**src/rtl/pcrel_pkg.sv**
```systemverilog
package pcrel_pkg;

  localparam int INSN_W = 32;
  localparam int REG_W  = 4;

  typedef enum logic [2:0] {
    FORM_NONE    = 3'd0,
    FORM_W_ADD   = 3'd1,
    FORM_W_SUB   = 3'd2,
    FORM_C16     = 3'd3,
    FORM_C32_ADD = 3'd4,
    FORM_C32_SUB = 3'd5
  } form_e;

  // fixed-width opcode field, bits 27:16
  localparam logic [11:0] WIDE_ADD_OP = 12'b0010_1000_1111;
  localparam logic [11:0] WIDE_SUB_OP = 12'b0010_0100_1111;
  localparam logic [3:0]  COND_RSVD   = 4'b1111;

  // compact set patterns
  localparam logic [4:0]  C16_OP      = 5'b10100;
  localparam logic [4:0]  C32_HDR     = 5'b11110;
  localparam logic [5:0]  C32_ADD_OP  = 6'b100000;
  localparam logic [5:0]  C32_SUB_OP  = 6'b101010;
  localparam logic [3:0]  C32_BASE    = 4'b1111;

  localparam logic [REG_W-1:0] PC_IDX = 4'd15;

endpackage

```
**src/rtl/pcrel_decode.sv**
```systemverilog
module pcrel_decode
  import pcrel_pkg::*;
(
  input  logic              compact_i,
  input  logic [INSN_W-1:0] instr_i,
  output form_e             form_o,
  output logic [REG_W-1:0]  rd_o,
  output logic [11:0]       field_o
);

  logic [15:0] hw_hi;
  logic [15:0] hw_lo;
  logic        cond_ok;
  logic        hit_w_add;
  logic        hit_w_sub;
  logic        hit_c16;
  logic        c32_frame;
  logic        hit_c32_add;
  logic        hit_c32_sub;

  assign hw_hi = instr_i[31:16];
  assign hw_lo = instr_i[15:0];

  always_comb begin
    cond_ok     = (instr_i[31:28] != COND_RSVD);
    hit_w_add   = !compact_i && cond_ok && (instr_i[27:16] == WIDE_ADD_OP);
    hit_w_sub   = !compact_i && cond_ok && (instr_i[27:16] == WIDE_SUB_OP);
    hit_c16     = compact_i && (hw_hi[15:11] == C16_OP);
    c32_frame   = compact_i && (hw_hi[15:11] == C32_HDR) &&
                  (hw_hi[3:0] == C32_BASE) && !hw_lo[15];
    hit_c32_add = c32_frame && (hw_hi[9:4] == C32_ADD_OP);
    hit_c32_sub = c32_frame && (hw_hi[9:4] == C32_SUB_OP);
  end

  always_comb begin
    form_o  = FORM_NONE;
    rd_o    = '0;
    field_o = '0;
    if (hit_w_add || hit_w_sub) begin
      form_o  = hit_w_add ? FORM_W_ADD : FORM_W_SUB;
      rd_o    = instr_i[15:12];
      field_o = instr_i[11:0];
    end else if (hit_c16) begin
      form_o  = FORM_C16;
      rd_o    = {1'b0, hw_hi[10:8]};
      field_o = {4'b0000, hw_hi[7:0]};
    end else if (hit_c32_add || hit_c32_sub) begin
      form_o  = hit_c32_add ? FORM_C32_ADD : FORM_C32_SUB;
      rd_o    = hw_lo[11:8];
      field_o = {hw_hi[10], hw_lo[14:12], hw_lo[7:0]};
    end
  end

endmodule

```
**src/rtl/pcrel_immexp.sv**
```systemverilog
module pcrel_immexp
  import pcrel_pkg::*;
#(
  parameter int XLEN = 32
) (
  input  form_e            form_i,
  input  logic [11:0]      field_i,
  output logic [XLEN-1:0]  imm_o,
  output logic             add_o
);

  localparam int ROT_W = $clog2(XLEN);

  logic [XLEN-1:0]  base8;
  logic [ROT_W-1:0] rot_amt;
  logic [XLEN-1:0]  rotated;

  always_comb begin
    base8   = {{(XLEN-8){1'b0}}, field_i[7:0]};
    rot_amt = ROT_W'({field_i[11:8], 1'b0});
    rotated = (base8 >> rot_amt) | (base8 << (XLEN - int'(rot_amt)));
  end

  always_comb begin
    imm_o = '0;
    add_o = 1'b1;
    unique case (form_i)
      FORM_W_ADD:   begin imm_o = rotated; add_o = 1'b1; end
      FORM_W_SUB:   begin imm_o = rotated; add_o = 1'b0; end
      FORM_C16:     begin imm_o = {{(XLEN-10){1'b0}}, field_i[7:0], 2'b00}; add_o = 1'b1; end
      FORM_C32_ADD: begin imm_o = {{(XLEN-12){1'b0}}, field_i}; add_o = 1'b1; end
      FORM_C32_SUB: begin imm_o = {{(XLEN-12){1'b0}}, field_i}; add_o = 1'b0; end
      default:      begin imm_o = '0; add_o = 1'b1; end
    endcase
  end

endmodule

```
**src/rtl/pcrel_agu.sv**
```systemverilog
module pcrel_agu #(
  parameter int XLEN        = 32,
  parameter int WIDE_PC_OFS = 8,
  parameter int CMPT_PC_OFS = 4,
  parameter int ALIGN_BYTES = 4
) (
  input  logic            compact_i,
  input  logic [XLEN-1:0] addr_i,
  input  logic [XLEN-1:0] imm_i,
  input  logic            add_i,
  output logic [XLEN-1:0] result_o
);

  localparam int ALIGN_W = $clog2(ALIGN_BYTES);

  logic [XLEN-1:0] pc_view;
  logic [XLEN-1:0] pc_aligned;

  always_comb begin
    pc_view = addr_i + (compact_i ? XLEN'(CMPT_PC_OFS) : XLEN'(WIDE_PC_OFS));
  end

  generate
    if (ALIGN_W > 0) begin : g_align
      assign pc_aligned = {pc_view[XLEN-1:ALIGN_W], {ALIGN_W{1'b0}}};
    end else begin : g_noalign
      assign pc_aligned = pc_view;
    end
  endgenerate

  always_comb begin
    result_o = add_i ? (pc_aligned + imm_i) : (pc_aligned - imm_i);
  end

endmodule

```
**src/rtl/pcrel_addr_unit.sv**
```systemverilog
module pcrel_addr_unit
  import pcrel_pkg::*;
#(
  parameter int XLEN        = 32,
  parameter int WIDE_PC_OFS = 8,
  parameter int CMPT_PC_OFS = 4
) (
  input  logic             clk,
  input  logic             rst_n,
  input  logic             valid_i,
  input  logic             compact_i,
  input  logic [31:0]      instr_i,
  input  logic [XLEN-1:0]  addr_i,
  input  logic             cond_pass_i,
  output logic             out_valid_o,
  output logic             rf_we_o,
  output logic [3:0]       rf_waddr_o,
  output logic [XLEN-1:0]  rf_wdata_o,
  output logic             br_valid_o,
  output logic [XLEN-1:0]  br_target_o,
  output logic             br_compact_o,
  output logic             unpred_o,
  output logic             invalid_o
);

  typedef struct packed {
    logic vld;
    logic we;
    logic br;
    logic unp;
    logic inv;
  } flags_t;

  form_e            form;
  logic [REG_W-1:0] rd;
  logic [11:0]      field;
  logic [XLEN-1:0]  imm;
  logic             add;
  logic [XLEN-1:0]  result;

  pcrel_decode u_decode (
    .compact_i (compact_i),
    .instr_i   (instr_i),
    .form_o    (form),
    .rd_o      (rd),
    .field_o   (field)
  );

  pcrel_immexp #(.XLEN(XLEN)) u_immexp (
    .form_i  (form),
    .field_i (field),
    .imm_o   (imm),
    .add_o   (add)
  );

  pcrel_agu #(
    .XLEN        (XLEN),
    .WIDE_PC_OFS (WIDE_PC_OFS),
    .CMPT_PC_OFS (CMPT_PC_OFS)
  ) u_agu (
    .compact_i (compact_i),
    .addr_i    (addr_i),
    .imm_i     (imm),
    .add_i     (add),
    .result_o  (result)
  );

  // next-state
  logic             is_wide;
  logic             is_c32;
  logic             pc_dest;
  flags_t           flags_d, flags_q;
  logic             data_en;
  logic [REG_W-1:0] waddr_q;
  logic [XLEN-1:0]  result_q;

  always_comb begin
    is_wide = (form == FORM_W_ADD) || (form == FORM_W_SUB);
    is_c32  = (form == FORM_C32_ADD) || (form == FORM_C32_SUB);
    pc_dest = (rd == PC_IDX);
    data_en = valid_i;
    flags_d = '0;
    if (valid_i) begin
      flags_d.vld = 1'b1;
      flags_d.inv = (form == FORM_NONE);
      flags_d.we  = cond_pass_i && (form != FORM_NONE) && !pc_dest;
      flags_d.br  = cond_pass_i && is_wide && pc_dest;
      flags_d.unp = cond_pass_i && is_c32 && pc_dest;
    end
  end

  // registers
  always_ff @(posedge clk or negedge rst_n) begin
    if (!rst_n) begin
      flags_q <= '0;
    end else begin
      flags_q <= flags_d;
    end
  end

  always_ff @(posedge clk or negedge rst_n) begin
    if (!rst_n) begin
      waddr_q  <= '0;
      result_q <= '0;
    end else if (data_en) begin
      waddr_q  <= rd;
      result_q <= result;
    end
  end

  assign out_valid_o  = flags_q.vld;
  assign rf_we_o      = flags_q.we;
  assign br_valid_o   = flags_q.br;
  assign unpred_o     = flags_q.unp;
  assign invalid_o    = flags_q.inv;
  assign rf_waddr_o   = waddr_q;
  assign rf_wdata_o   = result_q;
  assign br_target_o  = {result_q[XLEN-1:1], 1'b0};
  assign br_compact_o = result_q[0];

endmodule

```
**config.mk**
```make
export PLATFORM = sky130hd
export DESIGN_NAME = pcrel_addr_unit
export DESIGN_NICKNAME = d
export VERILOG_FILES = /design/src/rtl/pcrel_pkg.sv /design/src/rtl/pcrel_decode.sv /design/src/rtl/pcrel_immexp.sv /design/src/rtl/pcrel_agu.sv /design/src/rtl/pcrel_addr_unit.sv
export SDC_FILE = /design/constraint.sdc
export NUM_CORES = 1
export LEC_CHECK = 0
export ABC_CLOCK_PERIOD_IN_PS = 900
export CORE_UTILIZATION = 62
export DETAILED_ROUTE_END_ITERATION = 16
export DONT_BUFFER_PORTS = 1
export PLACE_DENSITY = 0.88
export SLEW_MARGIN = 20
export SYNTH_ARGS = -nofsm -noshare
export SYNTH_HDL_FRONTEND = slang
export SYNTH_HIERARCHICAL = 1
export SYNTH_SLANG_ARGS = --single-unit
```
**constraint.sdc**
```tcl
create_clock -name clk -period 0.9 [get_ports clk]
set_input_delay 0.18 -clock clk [delete_from_list [all_inputs] [get_ports clk]]
set_output_delay 0.18 -clock clk [all_outputs]
set_load 0.01 [all_outputs]
```
==> impl_metrics.toml, run 1 <==
[status]
status = "stopped before the end"
stop_stage = "clock tree synthesis"
firstError = "[ERROR DPL-0038] Utilization greater than 100%, impossible to legalize"

[cts]
cts_hold_buf = 1
cts_made_buffers = 5
cts_setup_buffers = 70
root_buffer = "clkbuf_16"
clk_path_buf_depth = 2
clock-sinks = 41
htree_num_levels = 2
post_cts_resize_count = 240

[logic_synthesis]
synth_nets = 1049
synthAdderAreaFrac_pct = 11.6
async_flop_share_pct = 100
synth_top_family_by_area = "compound AO/OA/AOI/OAI gates"
synth_xor_area_share_pct = 8.69
synthMuxAreaShare_pct = 8.49
synth_cell_types = 98
ys_ff_latch = 41
ys_seq_area_share_pct = 14.6
yosys.area_share.simple_pct = 21.8
synth-edff-count = 0
synth_warnings = 6
syn_inst = 916
synthesis.area_um2 = 7040
syn_area_per_cell_um2 = 7.69
ys.flop_type = "dfrtp_1"
synth_compound_area_share_pct = 24.3

[place]
port_buffers = 0
dp_hpwl_mm = 24.2
gp_congestion = 1.05

[floorplanning]
initial_core_util_pct = 64.4
die_w_um = 109
num_rows = 38
dieHeight_um = 109
pin_count = 143
-- cell usage after synthesis (4+ instances only) --
cell	instances	share of area (%)
nor2_1	95	5.1
a21oi_1	71	5.0
inv_1	71	3.8
ha_1	62	11
xnor2_1	55	6.8
nand2_1	54	2.9
dfrtp_1	41	15
mux2_2	37	5.9
buf_4	34	3.6
nor3_1	23	1.6
nand3_1	21	1.5
o21ai_0	19	1.4
o21ai_1	18	1.3
mux2i_1	17	2.4
clkbuf_1	16	0.85
nand4_1	15	1.3
a22o_1	13	1.6
xor2_1	13	1.6
a211oi_1	11	1.2
a21o_1	11	1.2
buf_2	11	0.78
o21bai_1	10	1.1
a31oi_1	9	0.80
and3_1	9	0.80
nand2b_1	9	0.80
o31ai_1	9	0.96
o211ai_1	8	0.85
and2_1	7	0.62
nor2b_1	7	0.62
nor4_1	7	0.62
buf_6	6	0.96
or3_1	6	0.53
a22oi_1	5	0.53
inv_2	5	0.27
o22ai_1	5	0.44
buf_1	4	0.21
nand3b_1	4	0.43
o21a_1	4	0.43
o32ai_1	4	0.50
or2_2	4	0.36
-- kinds of logic after synthesis --
group / count (synthesis)
fa+ha+maj: 64
simple gates: 291
mux: 55
xor+xnor: 69
buf+inv: 147
other cells: 1
flops: 41
compound gates: 248
-- metrics by stage --
stage	worst slack [ns]	setup TNS (ns)	instance area (um^2)	utilization (%)	instances
2_1_floorplan	-4.19	-119.78	7260	-	916
3_3_place_gp	-4.00	-112.92	9490	86.8	1324
3_5_place_dp	-4.52	-129.99	9490	86.8	1324
==> inputs of run 2 (changes only) <==
Settings changed: CORE_UTILIZATION 62 to 40, PLACE_DENSITY 0.88 to unset, PLACE_DENSITY_LB_ADDON set to 0.15.
==> run 2 against run 1 <==
The flow now finishes, with violations (hold timing, setup timing). Synthesized area is the same. Synthesized cell count is the same.
==> impl_metrics.toml, run 2 <==
[logic_synthesis]
async_flop_share_pct = 100
yosys.area_share.simple_pct = 21.8
synth_top_area_cell = "dfrtp_1"
synth_cell_types = 98
synth_top_family_by_area = "compound AO/OA/AOI/OAI gates"
synth_xor_area_share_pct = 8.69
syn_area_per_cell_um2 = 7.69
syn_inst = 916
ys_ff_latch = 41
synth_warnings = 6
synth_compound_area_share_pct = 24.3
synthAdderAreaFrac_pct = 11.6
ys.flop_type = "dfrtp_1"
yosys-top-cells-area = "dfrtp_1 (15%), ha_1 (11%), xnor2_1 (6.8%)"
synth.most_common_cell = "nor2_1"
synthesis.area_um2 = 7040
synth_nets = 1049
synth_top_cell_area_share_pct = 14.6
yosys-top-cells-count = "nor2_1 (95), a21oi_1 (71), inv_1 (71), ha_1 (62), xnor2_1 (55)"
ys_seq_area_share_pct = 14.6
synth-edff-count = 0
synthMuxAreaShare_pct = 8.49

[power]
powerDensity_nw_per_um2 = 632
leakagePower_nw = 5.17
pwr-share-seq_pct = 28.5
vdd_ir_drop_max_mv = 0.659
p_comb_share_pct = 46.1
cellInternalPower_w = 0.00494
p_sw_share_pct = 34.0
p_sw_w = 0.00255
total_power_w = 0.00749
clkPwrFrac_pct = 25.5

[timing]
fmax_mhz = 213
rsz0062_at_grt = "true"
hold_viol = 41
drv_slew = 0
tns_ns = -113.35
finalWorstSetupSlack_ns = -3.79
min_period_over_period_pct = 521
setup_viol = 108
whs_ns = -0.438
layout_min_cycle_time_ns = 4.69
fin_skew_ns = 0

[route]
dr.first_iter.drc_count = 506
drt-vias-per-instance = 5.44
drc_errors = 0
via_count = 8186
finalWirelength_mm = 26.6
ant_nets = 0
routedWlPerCell_um = 17.7
dr.pass1.iters = 6

[worst_setup_path]
ff2ff_setup_slack_ns = -0.05
critPathLaunch = "instr_i[24]"
crit_required_ns = 1.09
arrival_ns = 4.88
r2r-start = "rf_wdata_o[26]$_DFFE_PN0P_"
endpoint = "rf_wdata_o[26]$_DFFE_PN0P_"
crit_path_start_kind = "primary input"
timing.rr.end = "rf_wdata_o[26]$_DFFE_PN0P_"
cp_max_fo = 6
reg2reg_depth = 2
cp-end-kind = "flop"
timing_worst_setup_path_type = "in2reg"

[cells_and_area]
drive_gt1_share_pct = 53.1
layout_common_cells = "buf_4 (351), nor2_1 (83), buf_6 (71)"
syn_to_final_growth_pct = 68.3
fin_nets = 1411
layout.cells.non_filler = 1504
largest_reg_flops = 32
num-fill-cells = 1388
final_common_cell = "buf_4"
antennaDiodeCount = 0

[floorplanning]
core_area_um2 = 17200
die_area_um2 = 18100
initial_core_util_pct = 40.8
pin_count = 143
num_rows = 48
die_w_um = 135
dieHeight_um = 135

[place]
port_buffers = 0
dp_hpwl_mm = 20.0
gp_congestion = 0.947
place_inst = 1434
pre_cts_ws_ns = -4.28

[run]
max_cap_violations = 0

[min_path]
hold_path.class = "in2async"

[grt]
antenna_found_initial = 0
grt_max_degree = 42
grt_pass1_vias = 8089
grt_overflow_total = 0
grt_pass1_wl_mm = 41.2
globalRouteTotalUtil_pct = 28.9

[status]
status = "finished, violations left"
violations = "hold timing, setup timing"

[cts]
root_buffer = "clkbuf_16"
cts_tree = "done"
clock-sinks = 41
clock_latency_ns = 0.30
path_clk_slew_ns = 0.07
cts_hold_buf = 1
cts_made_buffers = 5
clk_path_buf_depth = 2
htree_num_levels = 2
==> run 2: cell counts after synthesis <==
No cell type changed its count.
==> run 2: per-layer routing <==
metal / GRT usage, % / vias up / part of all wire (%)
met3: 4.17 / 38 / 4.1
met4: 8.43 / 0 / 2.2
met5: 0 / - / 0
met1: 37.2 / 3929 / 45
met2: 49.8 / 216 / 49
li1: - / 4003 / -
==> run 2: metrics by stage <==
stage / area (um^2) / utilization (%)
global route: 11800 / 68.7
global placement: 9800 / 56.8
finish: 11800 / 68.7
detailed placement: 9800 / 56.8
floorplan: 7260 / -
CTS: 11300 / 65.3
==> run 2: cells by family (layout without fill, tap and decap cells) <==
family,after synthesis,in the layout
simple gates,291,291
flops,41,41
mux,55,55
xor+xnor,69,69
buf+inv,147,510
other cells,1,1
compound gates,248,248
fa+ha+maj,64,64
==> run 2: worst min-delay path by stage <==
| stage | to | slack (ns) | cells after the start |
|---|---|---|---|
| after global routing | rf_wdata_o[25]$_DFFE_PN0P_ | -0.45 | 0 |
| after floorplan | br_valid_o$_DFF_PN0_ | -0.12 | 0 |
| after detailed placement | rf_wdata_o[27]$_DFFE_PN0P_ | -0.11 | 0 |
| after CTS | rf_wdata_o[27]$_DFFE_PN0P_ | -0.44 | 0 |
| final | rf_wdata_o[27]$_DFFE_PN0P_ | -0.44 | 0 |
| after global placement | rf_wdata_o[27]$_DFFE_PN0P_ | -0.11 | 0 |
==> run 2: cell type report <==
cell class	count	area [um^2]	share of cell area, %
Timing Repair Buffer	426	3500	29.5
Clock buffer	8	136	1.15
Sequential cell	41	1030	8.66
Multi-Input combinational cell	728	6610	55.8
Tap cell	225	282	2.38
Inverter	76	290	2.45
==> run 2: worst max-delay path: stages <==
cell and delay (ns):
and4bb_2 0.32, nand4b_4 0.12, nor3_4 0.28, buf_6 0.14, a22o_4 0.15, inv_4 0.04, ha_4 0.28, buf_6 0.14
mux2i_4 0.18, nor3_2 0.22, a211oi_2 0.08, o21ai_2 0.20, inv_2 0.07, ha_4 0.30, inv_1 0.06, a211oi_2 0.19
o211ai_1 0.21, a31oi_4 0.33, nor3_4 0.07, o41ai_4 0.45, a31oi_4 0.20, o31ai_4 0.29, xor2_1 0.10, mux2_4 0.26
==> run 2: repair_timing <==
item / 4_1_cts / 5_1_grt
pin swaps: 56 / 62
hold endpoints to repair: 42 / 41
setup buffers: 42 / 21
resized for setup: 203 / 94
setup endpoints to repair: 111 / 113
==> run 2: power by group through the flow <==
stage | Sequential (W) | Clock [W] | Combinational [W]
after global placement | 0.00214 | 0 | 0.00273
after CTS | 0.00213 | 0.00197 | 0.00323
after floorplan | 0.00223 | 0 | 0.00166
after detailed placement | 0.00214 | 0 | 0.00275
after global routing | 0.00215 | 0.00205 | 0.00370
final | 0.00213 | 0.00191 | 0.00345
No activity file was read; power rests on OpenSTA's default activity.
